File: src/rtl/card_lane_pkg.sv
package card_lane_pkg;
  typedef enum logic [1:0] {
    MODE_IDLE   = 2'd0,
    MODE_NARROW = 2'd1,
    MODE_WIDE   = 2'd2,
    MODE_UPPER  = 2'd3
  } bus_mode_e;

  typedef struct packed {
    logic        ce1_n;
    logic        ce2_n;
    logic        reg_n;
    logic        oe_n;
    logic        we_n;
    logic        a0;
    logic [15:0] data;
  } pin_sample_t;
endpackage

File: src/rtl/lane_mode_dec.sv
module lane_mode_dec
  import card_lane_pkg::*;
(
  input  logic      ce1_n,
  input  logic      ce2_n,
  output bus_mode_e mode
);
  always_comb begin
    unique case ({ce1_n, ce2_n})
      2'b01:   mode = MODE_NARROW;
      2'b00:   mode = MODE_WIDE;
      2'b10:   mode = MODE_UPPER;
      default: mode = MODE_IDLE;
    endcase
  end
endmodule

File: src/rtl/lane_read_mux.sv
module lane_read_mux
  import card_lane_pkg::*;
#(
  parameter int          LANE_W      = 8,
  parameter bit          ATTR_FITTED = 1'b1,
  parameter logic [7:0]  FILL_BYTE   = 8'hFF,
  localparam int         WORD_W      = 2 * LANE_W
) (
  input  logic              clk,
  input  logic              rst_n,
  input  bus_mode_e         mode,
  input  logic              oe_n,
  input  logic              we_n,
  input  logic              reg_n,
  input  logic              a0,
  input  logic [WORD_W-1:0] rdata,
  output logic [WORD_W-1:0] dq_out,
  output logic              oe_lo,
  output logic              oe_hi
);
  localparam logic [LANE_W-1:0] FILL = LANE_W'(FILL_BYTE);

  logic              drive;
  logic [LANE_W-1:0] rd_lo, rd_hi, out_lo, out_hi;

  assign rd_lo = rdata[LANE_W-1:0];
  assign rd_hi = rdata[WORD_W-1:LANE_W];
  assign drive = !oe_n && we_n && (mode != MODE_IDLE);
  assign oe_lo = drive && (mode == MODE_NARROW || mode == MODE_WIDE);
  assign oe_hi = drive && (mode == MODE_WIDE || mode == MODE_UPPER);

  always_comb begin
    if (reg_n) begin
      out_lo = (mode == MODE_NARROW && a0) ? rd_hi : rd_lo;
      out_hi = rd_hi;
    end else begin
      out_lo = (ATTR_FITTED && !(mode == MODE_NARROW && a0)) ? rd_lo : FILL;
      out_hi = FILL;
    end
  end
  assign dq_out = {out_hi, out_lo};

  p_quiet_standby_r2: assert property (@(posedge clk) disable iff (!rst_n)
    (mode == MODE_IDLE) |-> (!oe_lo && !oe_hi));
  p_one_lane_r6: assert property (@(posedge clk) disable iff (!rst_n)
    (mode != MODE_WIDE) |-> !(oe_lo && oe_hi));
  p_no_drive_in_write_r6: assert property (@(posedge clk) disable iff (!rst_n)
    (!we_n || oe_n) |-> (!oe_lo && !oe_hi));
endmodule

File: src/rtl/lane_write_cap.sv
module lane_write_cap
  import card_lane_pkg::*;
#(
  parameter int  LANE_W      = 8,
  parameter bit  ATTR_FITTED = 1'b1,
  localparam int WORD_W      = 2 * LANE_W
) (
  input  logic              clk,
  input  logic              rst_n,
  input  logic              we_rise,
  input  bus_mode_e         mode,
  input  logic              oe_n,
  input  logic              reg_n,
  input  logic              a0,
  input  logic [WORD_W-1:0] din,
  output logic              wr_valid,
  input  logic              wr_ready,
  output logic              wr_attr,
  output logic [1:0]        wr_strb,
  output logic [WORD_W-1:0] wr_data
);
  logic              take;
  logic [1:0]        strb_n;
  logic [WORD_W-1:0] data_n;
  logic [LANE_W-1:0] lo, hi;

  assign lo = din[LANE_W-1:0];
  assign hi = din[WORD_W-1:LANE_W];

  always_comb begin
    strb_n = 2'b00;
    data_n = {lo, lo};
    if (reg_n) begin
      unique case (mode)
        MODE_NARROW: strb_n = a0 ? 2'b10 : 2'b01;
        MODE_WIDE:   begin strb_n = 2'b11; data_n = {hi, lo}; end
        MODE_UPPER:  begin strb_n = 2'b10; data_n = {hi, hi}; end
        default:     strb_n = 2'b00;
      endcase
    end else if (ATTR_FITTED) begin
      if (mode == MODE_WIDE || (mode == MODE_NARROW && !a0)) strb_n = 2'b01;
    end
  end

  assign take = we_rise && oe_n && (strb_n != 2'b00) && !(wr_valid && !wr_ready);

  always_ff @(posedge clk or negedge rst_n) begin
    if (!rst_n) begin
      wr_valid <= 1'b0;
      wr_attr  <= 1'b0;
      wr_strb  <= 2'b00;
      wr_data  <= '0;
    end else if (take) begin
      wr_valid <= 1'b1;
      wr_attr  <= !reg_n;
      wr_strb  <= strb_n;
      wr_data  <= data_n;
    end else if (wr_ready) begin
      wr_valid <= 1'b0;
    end
  end

  p_hold_payload_r11: assert property (@(posedge clk) disable iff (!rst_n)
    (wr_valid && !wr_ready) |=> (wr_valid && $stable(wr_data) && $stable(wr_strb) && $stable(wr_attr)));
  p_attr_even_only_r10: assert property (@(posedge clk) disable iff (!rst_n)
    (wr_valid && wr_attr) |-> (wr_strb == 2'b01));
  p_strobe_present_r9: assert property (@(posedge clk) disable iff (!rst_n)
    wr_valid |-> (wr_strb != 2'b00));
endmodule

File: src/rtl/card_lane_steer.sv
module card_lane_steer
  import card_lane_pkg::*;
#(
  parameter bit         ATTR_FITTED = 1'b1,
  parameter logic [7:0] FILL_BYTE   = 8'hFF
) (
  input  logic        clk,
  input  logic        rst_n,
  input  logic        host_ce1_n,
  input  logic        host_ce2_n,
  input  logic        host_reg_n,
  input  logic        host_oe_n,
  input  logic        host_we_n,
  input  logic        host_a0,
  input  logic [15:0] host_dq_in,
  output logic [15:0] host_dq_out,
  output logic        host_dq_oe_lo,
  output logic        host_dq_oe_hi,
  output logic        mem_attr_sel,
  input  logic [15:0] mem_rdata,
  output logic        wr_valid,
  input  logic        wr_ready,
  output logic        wr_attr,
  output logic [1:0]  wr_strb,
  output logic [15:0] wr_data
);
  localparam int LANE_W = 8;

  pin_sample_t smp;
  bus_mode_e   mode;
  logic        we_rise;

  always_ff @(posedge clk or negedge rst_n) begin
    if (!rst_n) begin
      smp <= '{ce1_n: 1'b1, ce2_n: 1'b1, reg_n: 1'b1, oe_n: 1'b1,
               we_n: 1'b1, a0: 1'b0, data: 16'h0};
    end else begin
      smp <= '{ce1_n: host_ce1_n, ce2_n: host_ce2_n, reg_n: host_reg_n,
               oe_n: host_oe_n, we_n: host_we_n, a0: host_a0, data: host_dq_in};
    end
  end

  assign we_rise      = host_we_n && !smp.we_n;
  assign mem_attr_sel = !smp.reg_n;

  lane_mode_dec u_dec (
    .ce1_n (smp.ce1_n),
    .ce2_n (smp.ce2_n),
    .mode  (mode)
  );

  lane_read_mux #(.LANE_W(LANE_W), .ATTR_FITTED(ATTR_FITTED), .FILL_BYTE(FILL_BYTE)) u_rd (
    .clk    (clk),
    .rst_n  (rst_n),
    .mode   (mode),
    .oe_n   (smp.oe_n),
    .we_n   (smp.we_n),
    .reg_n  (smp.reg_n),
    .a0     (smp.a0),
    .rdata  (mem_rdata),
    .dq_out (host_dq_out),
    .oe_lo  (host_dq_oe_lo),
    .oe_hi  (host_dq_oe_hi)
  );

  lane_write_cap #(.LANE_W(LANE_W), .ATTR_FITTED(ATTR_FITTED)) u_wr (
    .clk      (clk),
    .rst_n    (rst_n),
    .we_rise  (we_rise),
    .mode     (mode),
    .oe_n     (smp.oe_n),
    .reg_n    (smp.reg_n),
    .a0       (smp.a0),
    .din      (smp.data),
    .wr_valid (wr_valid),
    .wr_ready (wr_ready),
    .wr_attr  (wr_attr),
    .wr_strb  (wr_strb),
    .wr_data  (wr_data)
  );

  p_reset_quiet_r1: assert property (@(posedge clk)
    !rst_n |=> (!host_dq_oe_lo && !host_dq_oe_hi && !wr_valid));
endmodule

File: config.mk
export PLATFORM = sky130hd
export DESIGN_NAME = card_lane_steer
export DESIGN_NICKNAME = d
export VERILOG_FILES = /design/src/rtl/card_lane_pkg.sv /design/src/rtl/lane_mode_dec.sv /design/src/rtl/lane_read_mux.sv /design/src/rtl/lane_write_cap.sv /design/src/rtl/card_lane_steer.sv
export SDC_FILE = /design/constraint.sdc
export NUM_CORES = 1
export LEC_CHECK = 0
export BUFFER_PORTS_ARGS = -buffer_cell sky130_fd_sc_hd__buf_2
export CAP_MARGIN = 20
export CORE_ASPECT_RATIO = 0.7
export CORE_MARGIN = 2
export CORE_UTILIZATION = 45
export DETAILED_ROUTE_END_ITERATION = 16
export PLACE_DENSITY_LB_ADDON = 0.2
export SLEW_MARGIN = 0
export SYNTH_ARGS = -nofsm -noshare
export SYNTH_HDL_FRONTEND = slang
export SYNTH_SLANG_ARGS = --single-unit
File: constraint.sdc
create_clock -name clk -period 2 [get_ports clk]
set_input_delay 0.1 -clock clk [delete_from_list [all_inputs] [get_ports clk]]
set_output_delay 0.1 -clock clk [all_outputs]
set_load 0.01 [all_outputs]
==> results of run 1 <==
[flip-flops by register name, indices dropped and copies added, names as in the netlist]
| register | flops |
|---|---|
| u_wr.wr_data | 16 |
| smp | 22 |
| u_wr.wr_valid | 1 |
| u_wr.wr_strb | 2 |
| u_wr.wr_attr | 1 |
[power breakdown]
group          switching, uW  leakage (uW)  internal [uW]
Combinational            206      0.000689            291
Sequential              73.9      0.000492            982
Clock                    273     0.0000472            277
Total                    553       0.00123           1550
[logic make-up (layout without fill, tap and decap cells)]
family / count (synthesis) / in the layout / share of synthesized area [%]
flip-flops: 42 / 42 / 59.68
multiplexers: 41 / 41 / 27.97
AND/OR/NAND/NOR: 23 / 23 / 8.263
buffers and inverters: 7 / 116 / 2.331
AO/OA/AOI/OAI: 5 / 5 / 1.766
[worst min path at each step]
stage | endpoint | slack, ps | cells past startpoint
2_1_floorplan | smp[0]$_DFF_PN0_ | -200 | 0
3_3_place_gp | smp[20]$_DFF_PN1_ | 210 | 1
3_5_place_dp | smp[20]$_DFF_PN1_ | 210 | 1
4_1_cts | u_wr.wr_valid$_DFFE_PN0P_ | 130 | 3
5_1_grt | u_wr.wr_valid$_DFFE_PN0P_ | 150 | 3
6_report | u_wr.wr_valid$_DFFE_PN0P_ | 140 | 3
[worst max-delay path: stages, from the launching register on]
cell and delay, ps:
dfstp_2 580, nand3b_1 340, mux2_2 390, buf_2 140
[stage by stage]
step                setup slack [ps]  total power, uW  util (%)  cells  area [sq um]
global placement               257.9             1524     57.76    248          2225
finish                         170.2             2103     66.21    279          2550
global route                   68.71             2222     66.21    279          2550
CTS                            149.0             2133     66.21    279          2550
detailed placement             239.9             1541     57.76    248          2225
floorplan                      276.3             1319         -    118          1772
[routing by layer]
layer	global-route usage, %	vias to the layer above	part of all wire (%)
li1	-	620	-
met2	29.66	34	51
met4	7.389	0	1.7
met1	21.25	631	42
met5	0	-	0
met3	5.949	7	5.2
[repair_timing]
item	in CTS	in global routing
buffers inserted	0	0
endpoints found under the hold margin	59	0
resized for setup	0	0
hold buffers	23	0
[final cells by class]
type | instances | area, sq um
fill | 325 | 1301
sequential | 42 | 1057
multi-input combinational | 69 | 673.1
timing repair buffer | 105 | 648.1
clock buffer | 6 | 82.58
tap | 52 | 65.06
clock inverter | 2 | 12.51
inverter | 3 | 11.26
[layout by cell type (no fill, tap or decap), drive strengths merged]
| cell type | count |
|---|---|
| dlygate4sd3 | 23 |
| and4bb | 1 |
| clkinv | 1 |
| a22o | 1 |
| dfstp | 5 |
| o21ai | 2 |
| o31ai | 1 |
| nand2b | 11 |
| nand2 | 3 |
| clkinvlp | 1 |
| buf | 82 |
| clkbuf | 6 |
| inv | 3 |
| nand3b | 2 |
| dfrtp | 37 |
| nor2b | 1 |
| a21oi | 1 |
| nor2 | 3 |
| mux2 | 41 |
| nand3 | 2 |
==> metrics.md, run 1 <==
| Metric | Value |
|---|---|
| Fin crit share | 91.49% |
| Post-DRT Antenna Nets | 0 |
| Global-route wire length before repair | 6120 microns |
| Area contributors post-synth | dfrtp_1 52%, mux2_2 20%, mux2_4 7.6% |
| Worst r2r dst | u_wr.wr_data[2]$_DFFE_PN0P_ |
| Mean Syn Cell Area | 15.01 sq um |
| Hold_sp | wr_ready |
| Pin count of the biggest net entering global routing | 43 |
| Worst setup startpoint | smp[21]$_DFF_PN1_ |
| CTS root buf | clkbuf_8 |
| Total CTS buffers | 5 |
| Vias/cell | 4.631 |
| # diodes | 0 |
| GRT overflow | 0 |
| Min cycle time layout | 1830 ps |
| Arrival time at the worst endpoint | 1730 ps |
| F_max | 546.5 MHz |
| CTS tree | yes |
| Clk sinks | 42 |
| Drt first-iter violations | 24 |
| Headroom to the max-slew limit | 40.83% |
| # IOs | 80 |
| Yosys top cell area share | 52.26% |
| Skew final | 5.667 ps |
| Max Fanout on Critical Path | 8 |
| YS warnings | 0 |
| Ratio of cells with drive above 1 in the final layout | 60.79% |
| Synth unique cells | 18 |
| Net count, final | 267 |
| Core area | 3851 sq um |
| Final slew viol count | 0 |
| Setup_tns | 0 ps |
| Worst slew pin tran | 887.5 ps |
| Die Ht | 56.50 microns |
| Clock transition at path regs | 70 ps |
| Post-Syn Area | 1772 sq um |
| Status | finished clean |
| DP HPWL | 2786 microns |
| Sequential area share after synthesis | 59.68% |
| Final hold violations | 0 |
| Starting Density | 46.00% |
| Total GRT Usage | 17.81% |
| Worst r2r src | smp[18]$_DFF_PN1_ |
| Finish-stage setup viols | 0 |
| Leakage | 0.001228 uW |
| 1st-pass router iterations | 4 |
| Residual DRC count | 0 |
| Hold WS | 136.5 ps |
| Required @ worst endpoint | 1900 ps |
| Most common cell in the netlist | dfrtp_1 |
| Pwr Density | 824.8 nW/um^2 |
| R2R depth | 5 |
| DR WL/cell | 13.43 microns |
| Die width | 79.00 microns |
| Total Wirelength | 3747 microns |
| Setup crit start kind | register |
| Worst setup path endpoint | host_dq_out[3] |
| Setup Crit Path Kind | register to primary output |
| Initial antenna violation count | 0 |
| Syn nets | 159 |
| Number of flops mapped to enable cells by yosys | 0 |
| Max-cap violation count | 0 |
| Most used DFF post-synth | dfrtp_1 |
| CP Capture Type | primary output |
| Die ar. | 4463 sq um |
| Clk Latency, worst-skew pair | 290 ps |
| Htree depth | 2 |
| Worst VDD drop | 573.3 uV |
| R2R Setup Slk | 230 ps |
| GPL Wtd Cong | 0.7358 |
| Register bit total from synthesis | 42 |
| CTS max path bufs | 2 |
| Cells after Synth | 118 |
| Synthesis-to-finish area growth | 43.93% |
| Vias | 1292 |
| Synth area leader | dfrtp_1 |
| Post-synth ARST share | 100.0% |
| Vias in the first global route | 1407 |
| IO buf count | 79 |
| Row cnt | 19 |
| RSZ-0062 raised after global routing | no |
| Commonest cells in the synthesized netlist | 37 x dfrtp_1, 32 x mux2_2, 11 x nand2b_1 |
| Hold WC Path Type | input pin to register |
Note: power is estimated with default switching activity, not from simulation.
==> run 2, diff against run 1 <==
--- a/config.mk
+++ b/config.mk
@@ -6,12 +6,12 @@
 export NUM_CORES = 1
 export LEC_CHECK = 0
 export BUFFER_PORTS_ARGS = -buffer_cell sky130_fd_sc_hd__buf_2
-export CAP_MARGIN = 20
 export CORE_ASPECT_RATIO = 0.7
 export CORE_MARGIN = 2
 export CORE_UTILIZATION = 45
 export DETAILED_ROUTE_END_ITERATION = 16
 export PLACE_DENSITY_LB_ADDON = 0.2
+export SETUP_SLACK_MARGIN = 0.3
 export SLEW_MARGIN = 0
 export SYNTH_ARGS = -nofsm -noshare
 export SYNTH_HDL_FRONTEND = slang
==> run 2 against run 1 <==
Effect of this change: worst setup slack better by 140 ps; die area unchanged; non-clock buffer count up 6; critical path type is now register to register.
==> metrics.md, run 2 (synthesized netlist as in run 1, its figures left out) <==
| Metric | Value |
|---|---|
| Sequential power share | 50.0% (was 50.2%) |
| 1st-pass router iterations | 4 (unchanged) |
| Residual DRC count | 0 (unchanged) |
| Clk Latency, worst-skew pair | 290 ps (about the same) |
| GRT overflow | 0 (unchanged) |
| Synthesis-to-finish area growth | 51.13% (was 43.93%) |
| Total GRT Usage | 18.18% (was 17.81%) |
| NetSw | 564.3 uW (was 552.6 uW) |
| P_int | 1553 uW (was 1551 uW) |
| Die ar. | 4463 sq um (unchanged) |
| Worst setup startpoint | smp[18]$_DFF_PN1_ (was smp[21]$_DFF_PN1_) |
| Leakage | 0.001292 uW (was 0.001228 uW) |
| Dpl ws | 178.9 ps (was 239.9 ps) |
| Max reg flops | 22 (unchanged) |
| Worst VDD drop | 503.5 uV (was 573.3 uV) |
| Most common cell after layout, fill and taps aside | buf_2 (unchanged) |
| Arrival time at the worst endpoint | 1880 ps (was 1730 ps) |
| Most frequent cells in the layout | 71 x buf_2, 37 x dfrtp_1, 28 x mux2_2 (was 79 x buf_2, 37 x dfrtp_1, 32 x mux2_2) |
| Largest registers | smp x22, u_wr.wr_data x16, u_wr.wr_strb x2 (unchanged) |
| CTS tree | yes (unchanged) |
| CP Capture Type | register (was primary output) |
| Min cycle time layout | 1692 ps (was 1830 ps) |
| Comb power frac | 25.3% (was 23.6%) |
| Initial antenna violation count | 0 (unchanged) |
| Pwr Density | 790.6 nW/um^2 (was 824.8 nW/um^2) |
| Drt first-iter violations | 36 (was 24) |
| Worst path slowest cell | dfstp_2 (unchanged) |
| Core area | 3851 sq um (unchanged) |
| R2R Setup Slk | 310 ps (was 230 ps) |
| Worst setup slack after layout | 308.5 ps (was 170.2 ps) |
| Clock Power Share | 24.8% (was 26.1%) |
| Vias | 1314 (was 1292) |
| Skew final | 5.019 ps (was 5.667 ps) |
| Htree depth | 2 (unchanged) |
| RSZ-0062 raised after global routing | yes (was no) |
| DP HPWL | 2647 microns (was 2786 microns) |
| Final hold violations | 0 (unchanged) |
| Clk sinks | 42 (unchanged) |
| # IOs | 80 (unchanged) |
| Pin count of the biggest net entering global routing | 43 (unchanged) |
| Row cnt | 19 (unchanged) |
| Max-cap violation count | 0 (unchanged) |
| Switching Fraction | 26.66% (was 26.28%) |
| Hold_sp | wr_ready (unchanged) |
| Finished Layout Cells | 285 (was 279) |
| Clock transition at path regs | 80 ps (was 70 ps) |
| Worst slew pin tran | 863.7 ps (was 887.5 ps) |
| # diodes | 0 (unchanged) |
| Core Util, Final | 69.53% (was 66.21%) |
| CTS max path bufs | 2 (unchanged) |
| DR WL/cell | 13.54 microns (was 13.43 microns) |
| Vias/cell | 4.611 (was 4.631) |
| Starting Density | 46.00% (unchanged) |
| Total CTS buffers | 5 (unchanged) |
| Final slew viol count | 0 (unchanged) |
| Hold WC Path Type | input pin to register (unchanged) |
| Vias in the first global route | 1419 (was 1407) |
| CP cell instances | nand2_1, and4bb_4, nor2b_4, buf_4, mux2_2 (was nand3b_1, mux2_2, buf_2) |
| Worst r2r src | smp[18]$_DFF_PN1_ (unchanged) |
| Die width | 79.00 microns (unchanged) |
| Setup Crit Path Kind | register to register (was register to primary output) |
| Max Fanout on Critical Path | 4 (was 8) |
| Most flop-heavy register | smp (unchanged) |
| Die Ht | 56.50 microns (unchanged) |
| Status | finished clean (unchanged) |
| Required @ worst endpoint | 2180 ps (was 1900 ps) |
| F_max | 591.2 MHz (was 546.5 MHz) |
| Finish-stage setup viols | 0 (unchanged) |
| IO buf count | 79 (unchanged) |
| Global-route wire length before repair | 6044 microns (was 6120 microns) |
| GPL Wtd Cong | 0.7427 (was 0.7358) |
| Fin crit share | 84.58% (was 91.49%) |
| Ratio of cells with drive above 1 in the final layout | 62.23% (was 60.79%) |
| Total Wirelength | 3858 microns (was 3747 microns) |
| Inst Count DP | 249 (was 248) |
| Setup crit start kind | register (unchanged) |
| Post-DRT Antenna Nets | 0 (unchanged) |
| Slowest stage delay, CP | 540 ps (was 580 ps) |
| Headroom to the max-slew limit | 42.42% (was 40.83%) |
| Setup_tns | 0 ps (unchanged) |
| Net count, final | 273 (was 267) |
| CTS root buf | clkbuf_8 (unchanged) |
==> run 2: layout make-up <==
cell class	count	area [sq um]
clock buffer	5	68.82
clock inverter	3	21.27
fill	297	1174
inverter	3	11.26
multi-input combinational	69	690.7
sequential	42	1057
tap	52	65.06
timing repair buffer	111	763.2
==> run 2: path summary, 6_finish.rpt <==
path	endpoint	cells past startpoint
setup / recovery	u_wr.wr_data[2]$_DFFE_PN0P_	5
hold / removal	u_wr.wr_valid$_DFFE_PN0P_	3
setup reg to reg	u_wr.wr_data[2]$_DFFE_PN0P_	5
hold reg to reg	u_wr.wr_data[0]$_DFFE_PN0P_	1
max in group asynchronous	smp[16]$_DFF_PN0_	2
min in group asynchronous	u_wr.wr_data[6]$_DFFE_PN0P_	2
==> run 2: what timing repair did <==
item                                   4_1_cts  5_1_grt
pin swaps                                    0        1
setup buffers                                4        1
gates resized for setup                      1       14
hold buffers                                23        0
setup endpoints to repair                   23       23
endpoints found under the hold margin       59        0
==> run 2: critical path, delay by kind of cell, from the launching register on <==
kind	cells	cell delay [ps]
flops	1	540
buf+inv	1	170
simple gates	3	550
mux	1	330
==> run 2: stage by stage <==
stage | total power (uW) | hold WS (ps) | instance area, sq um
global placement | 1527 | 206.8 | 2232
global route | 2236 | 146.6 | 2678
detailed placement | 1539 | 208.5 | 2232
floorplan | 1319 | -195.6 | 1775
finish | 2117 | 120.3 | 2678
CTS | 2120 | 110.7 | 2597
==> run 2: routing by layer <==
| metal | global-route usage, % | routed length [microns] | up-vias |
|---|---|---|---|
| met5 | 0 | 0 | - |
| met4 | 9.360 | 85 | 0 |
| met3 | 5.305 | 159 | 10 |
| met2 | 30.99 | 2017 | 31 |
| met1 | 20.81 | 1596 | 635 |
| li1 | - | - | 638 |
==> run 2: power groups by stage <==
stage	Combinational, uW	Sequential (uW)	Clock, uW
after floorplan	207	1110	0
after global placement	458	1070	0
after detailed placement	466	1070	0
after CTS	510	1060	551
after global routing	578	1080	583
final	535	1060	524
==> run 3, diff against run 2 <==
==> constraint.sdc (replaced) <==
create_clock -name clk -period 1.7 [get_ports clk]
set_input_delay 0.085 -clock clk [delete_from_list [all_inputs] [get_ports clk]]
set_output_delay 0.085 -clock clk [all_outputs]
set_load 0.01 [all_outputs]
==> run 3 against run 2 <==
Effect of this change: the run now ends with negative setup slack left; routed wire length is 7.0% higher; cell count is 1.8% higher; worst hold slack worse by 45 ps; register-to-register slack worse by 270 ps; sequential cell count is the same; critical endpoint is now host_dq_out[4]; largest cell class unchanged.
==> metrics.md, run 3 (synthesized netlist as in run 1, its figures left out) <==
| Metric | Value |
|---|---|
| Pin count of the biggest net entering global routing | 43 (unchanged) |
| Status | finished with violations (was finished clean) |
| Die width | 79.00 microns (unchanged) |
| Post-DRT Antenna Nets | 0 (unchanged) |
| Initial antenna violation count | 0 (unchanged) |
| Htree depth | 2 (unchanged) |
| CP Capture Type | primary output (was register) |
| Leakage | 0.001351 uW (was 0.001292 uW) |
| Vias/cell | 4.710 (was 4.611) |
| Row cnt | 19 (unchanged) |
| Max-cap violation count | 0 (unchanged) |
| Total CTS buffers | 5 (unchanged) |
| Sequential power share | 46.6% (was 50.0%) |
| Clk Latency, worst-skew pair | 290 ps (about the same) |
| Fin crit share | 100.3% |
| Total Wirelength | 4127 microns (was 3858 microns) |
| Worst setup startpoint | smp[21]$_DFF_PN1_ (was smp[18]$_DFF_PN1_) |
| Global-route wire length before repair | 6541 microns (was 6044 microns) |
| Clock transition at path regs | 80 ps (about the same) |
| Final slew viol count | 0 (unchanged) |
| Final hold violations | 0 (unchanged) |
| CTS root buf | clkbuf_8 (unchanged) |
| R2R depth | 5 (unchanged) |
| Synthesis-to-finish area growth | 57.27% (was 51.13%) |
| Setup crit start kind | register (unchanged) |
| Starting Density | 46.00% (unchanged) |
| Drt first-iter violations | 87 (was 36) |
| CTS max path bufs | 2 (unchanged) |
| Hold path depth | 3 (unchanged) |
| Worst r2r src | smp[18]$_DFF_PN1_ (unchanged) |
| Core Util, Final | 72.35% (was 69.53%) |
| DR WL/cell | 14.23 microns (was 13.54 microns) |
| Skew final | 6.150 ps (was 5.019 ps) |
| Net count, final | 278 (was 273) |
| 1st-pass router iterations | 4 (unchanged) |
| Comb power frac | 25.2% (was 25.3%) |
| Core area | 3851 sq um (unchanged) |
| Most frequent cells in the layout | 71 x buf_2, 37 x dfrtp_1, 24 x mux2_2 (was 71 x buf_2, 37 x dfrtp_1, 28 x mux2_2) |
| Hold_sp | host_we_n (was wr_ready) |
| Total GRT Usage | 19.45% (was 18.18%) |
| GPL Wtd Cong | 0.7810 (was 0.7427) |
| CTS tree | yes (unchanged) |
| Hold WC Path Type | input pin to register (unchanged) |
| Min cycle time layout | 1705 ps |
| Most common cell after layout, fill and taps aside | buf_2 (unchanged) |
| GRT overflow | 0 (unchanged) |
| Setup_tns | -5.157 ps (was 0 ps) |
| Die ar. | 4463 sq um (unchanged) |
| Max reg flops | 22 (unchanged) |
| RSZ-0062 raised after global routing | yes (unchanged) |
| Headroom to the max-slew limit | 66.54% (was 42.42%) |
| Die Ht | 56.50 microns (unchanged) |
| Finish-stage setup viols | 1 (was 0) |
| Setup Crit Path Kind | register to primary output (was register to register) |
| IO buf count | 79 (unchanged) |
| Largest registers | smp x22, u_wr.wr_data x16, u_wr.wr_strb x2 (unchanged) |
| Failing checks | negative setup slack |
| Max Fanout on Critical Path | 8 (was 4) |
| P_int | 2009 uW (was 1553 uW) |
| Clk sinks | 42 (unchanged) |
| Post-DP Area | 2295 sq um (was 2232 sq um) |
| Required @ worst endpoint | 1620 ps (was 2180 ps) |
| Vias | 1366 (was 1314) |
| Switching Fraction | 24.87% (was 26.66%) |
| Worst setup slack after layout | -5.157 ps (was 308.5 ps) |
| NetSw | 665.0 uW (was 564.3 uW) |
| F_max | 586.5 MHz |
| # diodes | 0 (unchanged) |
| Worst VDD drop | 514.5 uV (was 503.5 uV) |
| Final non-filler cell area | 2786 sq um (was 2678 sq um) |
| Arrival time at the worst endpoint | 1620 ps (was 1880 ps) |
| DP HPWL | 2698 microns (was 2647 microns) |
| Ratio of cells with drive above 1 in the final layout | 63.03% (was 62.23%) |
| Worst slew pin tran | 501.9 ps (was 863.7 ps) |
| Filler cells | 269 (was 297) |
| Vias in the first global route | 1411 (was 1419) |
| Pwr Density | 959.8 nW/um^2 (was 790.6 nW/um^2) |
| Clock Power Share | 28.2% (was 24.8%) |
| Residual DRC count | 0 (unchanged) |
| # IOs | 80 (unchanged) |
| Most flop-heavy register | smp (unchanged) |
==> run 3: changes by cell type in the layout (fill, tap and decap cells not counted), moves of 2 or more <==
cell      previous run  this run
buf_4                6         8
clkbuf_1             0         2
mux2_2              28        24
buf_12               1         3
mux2_4              13        17
==> run 3: final cells by class <==
type | count | area, sq um | share of cell area [%]
well taps | 52 | 65.06 | 2.335
clock buffers | 7 | 76.32 | 2.739
flip-flops and latches | 42 | 1057 | 37.94
multi-input cells | 69 | 716.9 | 25.73
repair buffers | 116 | 829.5 | 29.77
inverters | 3 | 11.26 | 0.4041
clock inverters | 1 | 30.03 | 1.078
==> run 3: worst paths after layout <==
check,to,slack (ps)
min reg2reg,u_wr.wr_attr$_DFFE_PN0P_,520
max in group asynchronous,smp[18]$_DFF_PN1_,950
min in group asynchronous,smp[7]$_DFF_PN0_,380
max reg2reg,u_wr.wr_data[1]$_DFFE_PN0P_,40
max,host_dq_out[4],-5
min,u_wr.wr_valid$_DFFE_PN0P_,80
==> run 3: per-stage QoR <==
stage	total power (uW)	instances	setup slack, ps	hold slack [ps]
after floorplan	1553	118	22.27	-210.6
after global routing	2817	290	-50.65	86.19
final	2674	290	-5.157	75.26
after CTS	2654	287	12.02	-96.31
after global placement	1807	254	44.86	167.4
after detailed placement	1824	254	34.11	174.6
==> run 3: layer usage <==
metal	vias to the layer above	part of all wire (%)	global-route usage, %
li1	647	-	-
met1	667	42	25.45
met2	41	50	30.51
met3	11	5.2	5.145
met4	0	2.4	8.867
met5	-	0	0
==> run 3: repair_timing <==
item,CTS,global route
pin swaps,0,1
hold buffers,22,1
gates cloned,0,1
endpoints found under the hold margin,59,1
setup endpoints to repair,26,36
buffers inserted,3,1
gates resized for setup,7,17
==> run 3: power groups by stage <==
| stage | logic, uW | clock network (uW) | registers, uW |
|---|---|---|---|
| 6_report | 674 | 754 | 1250 |
| 5_1_grt | 726 | 827 | 1260 |
| 4_1_cts | 629 | 781 | 1240 |
| 3_5_place_dp | 565 | 0 | 1260 |
| 3_3_place_gp | 551 | 0 | 1260 |
| 2_1_floorplan | 244 | 0 | 1310 |
==> run 3: worst max-delay path, stage by stage, from the launching register on <==
cell      delay (ps)
dfstp_2          550
nand3b_1         160
buf_12           140
mux2_2           350
buf_6            130
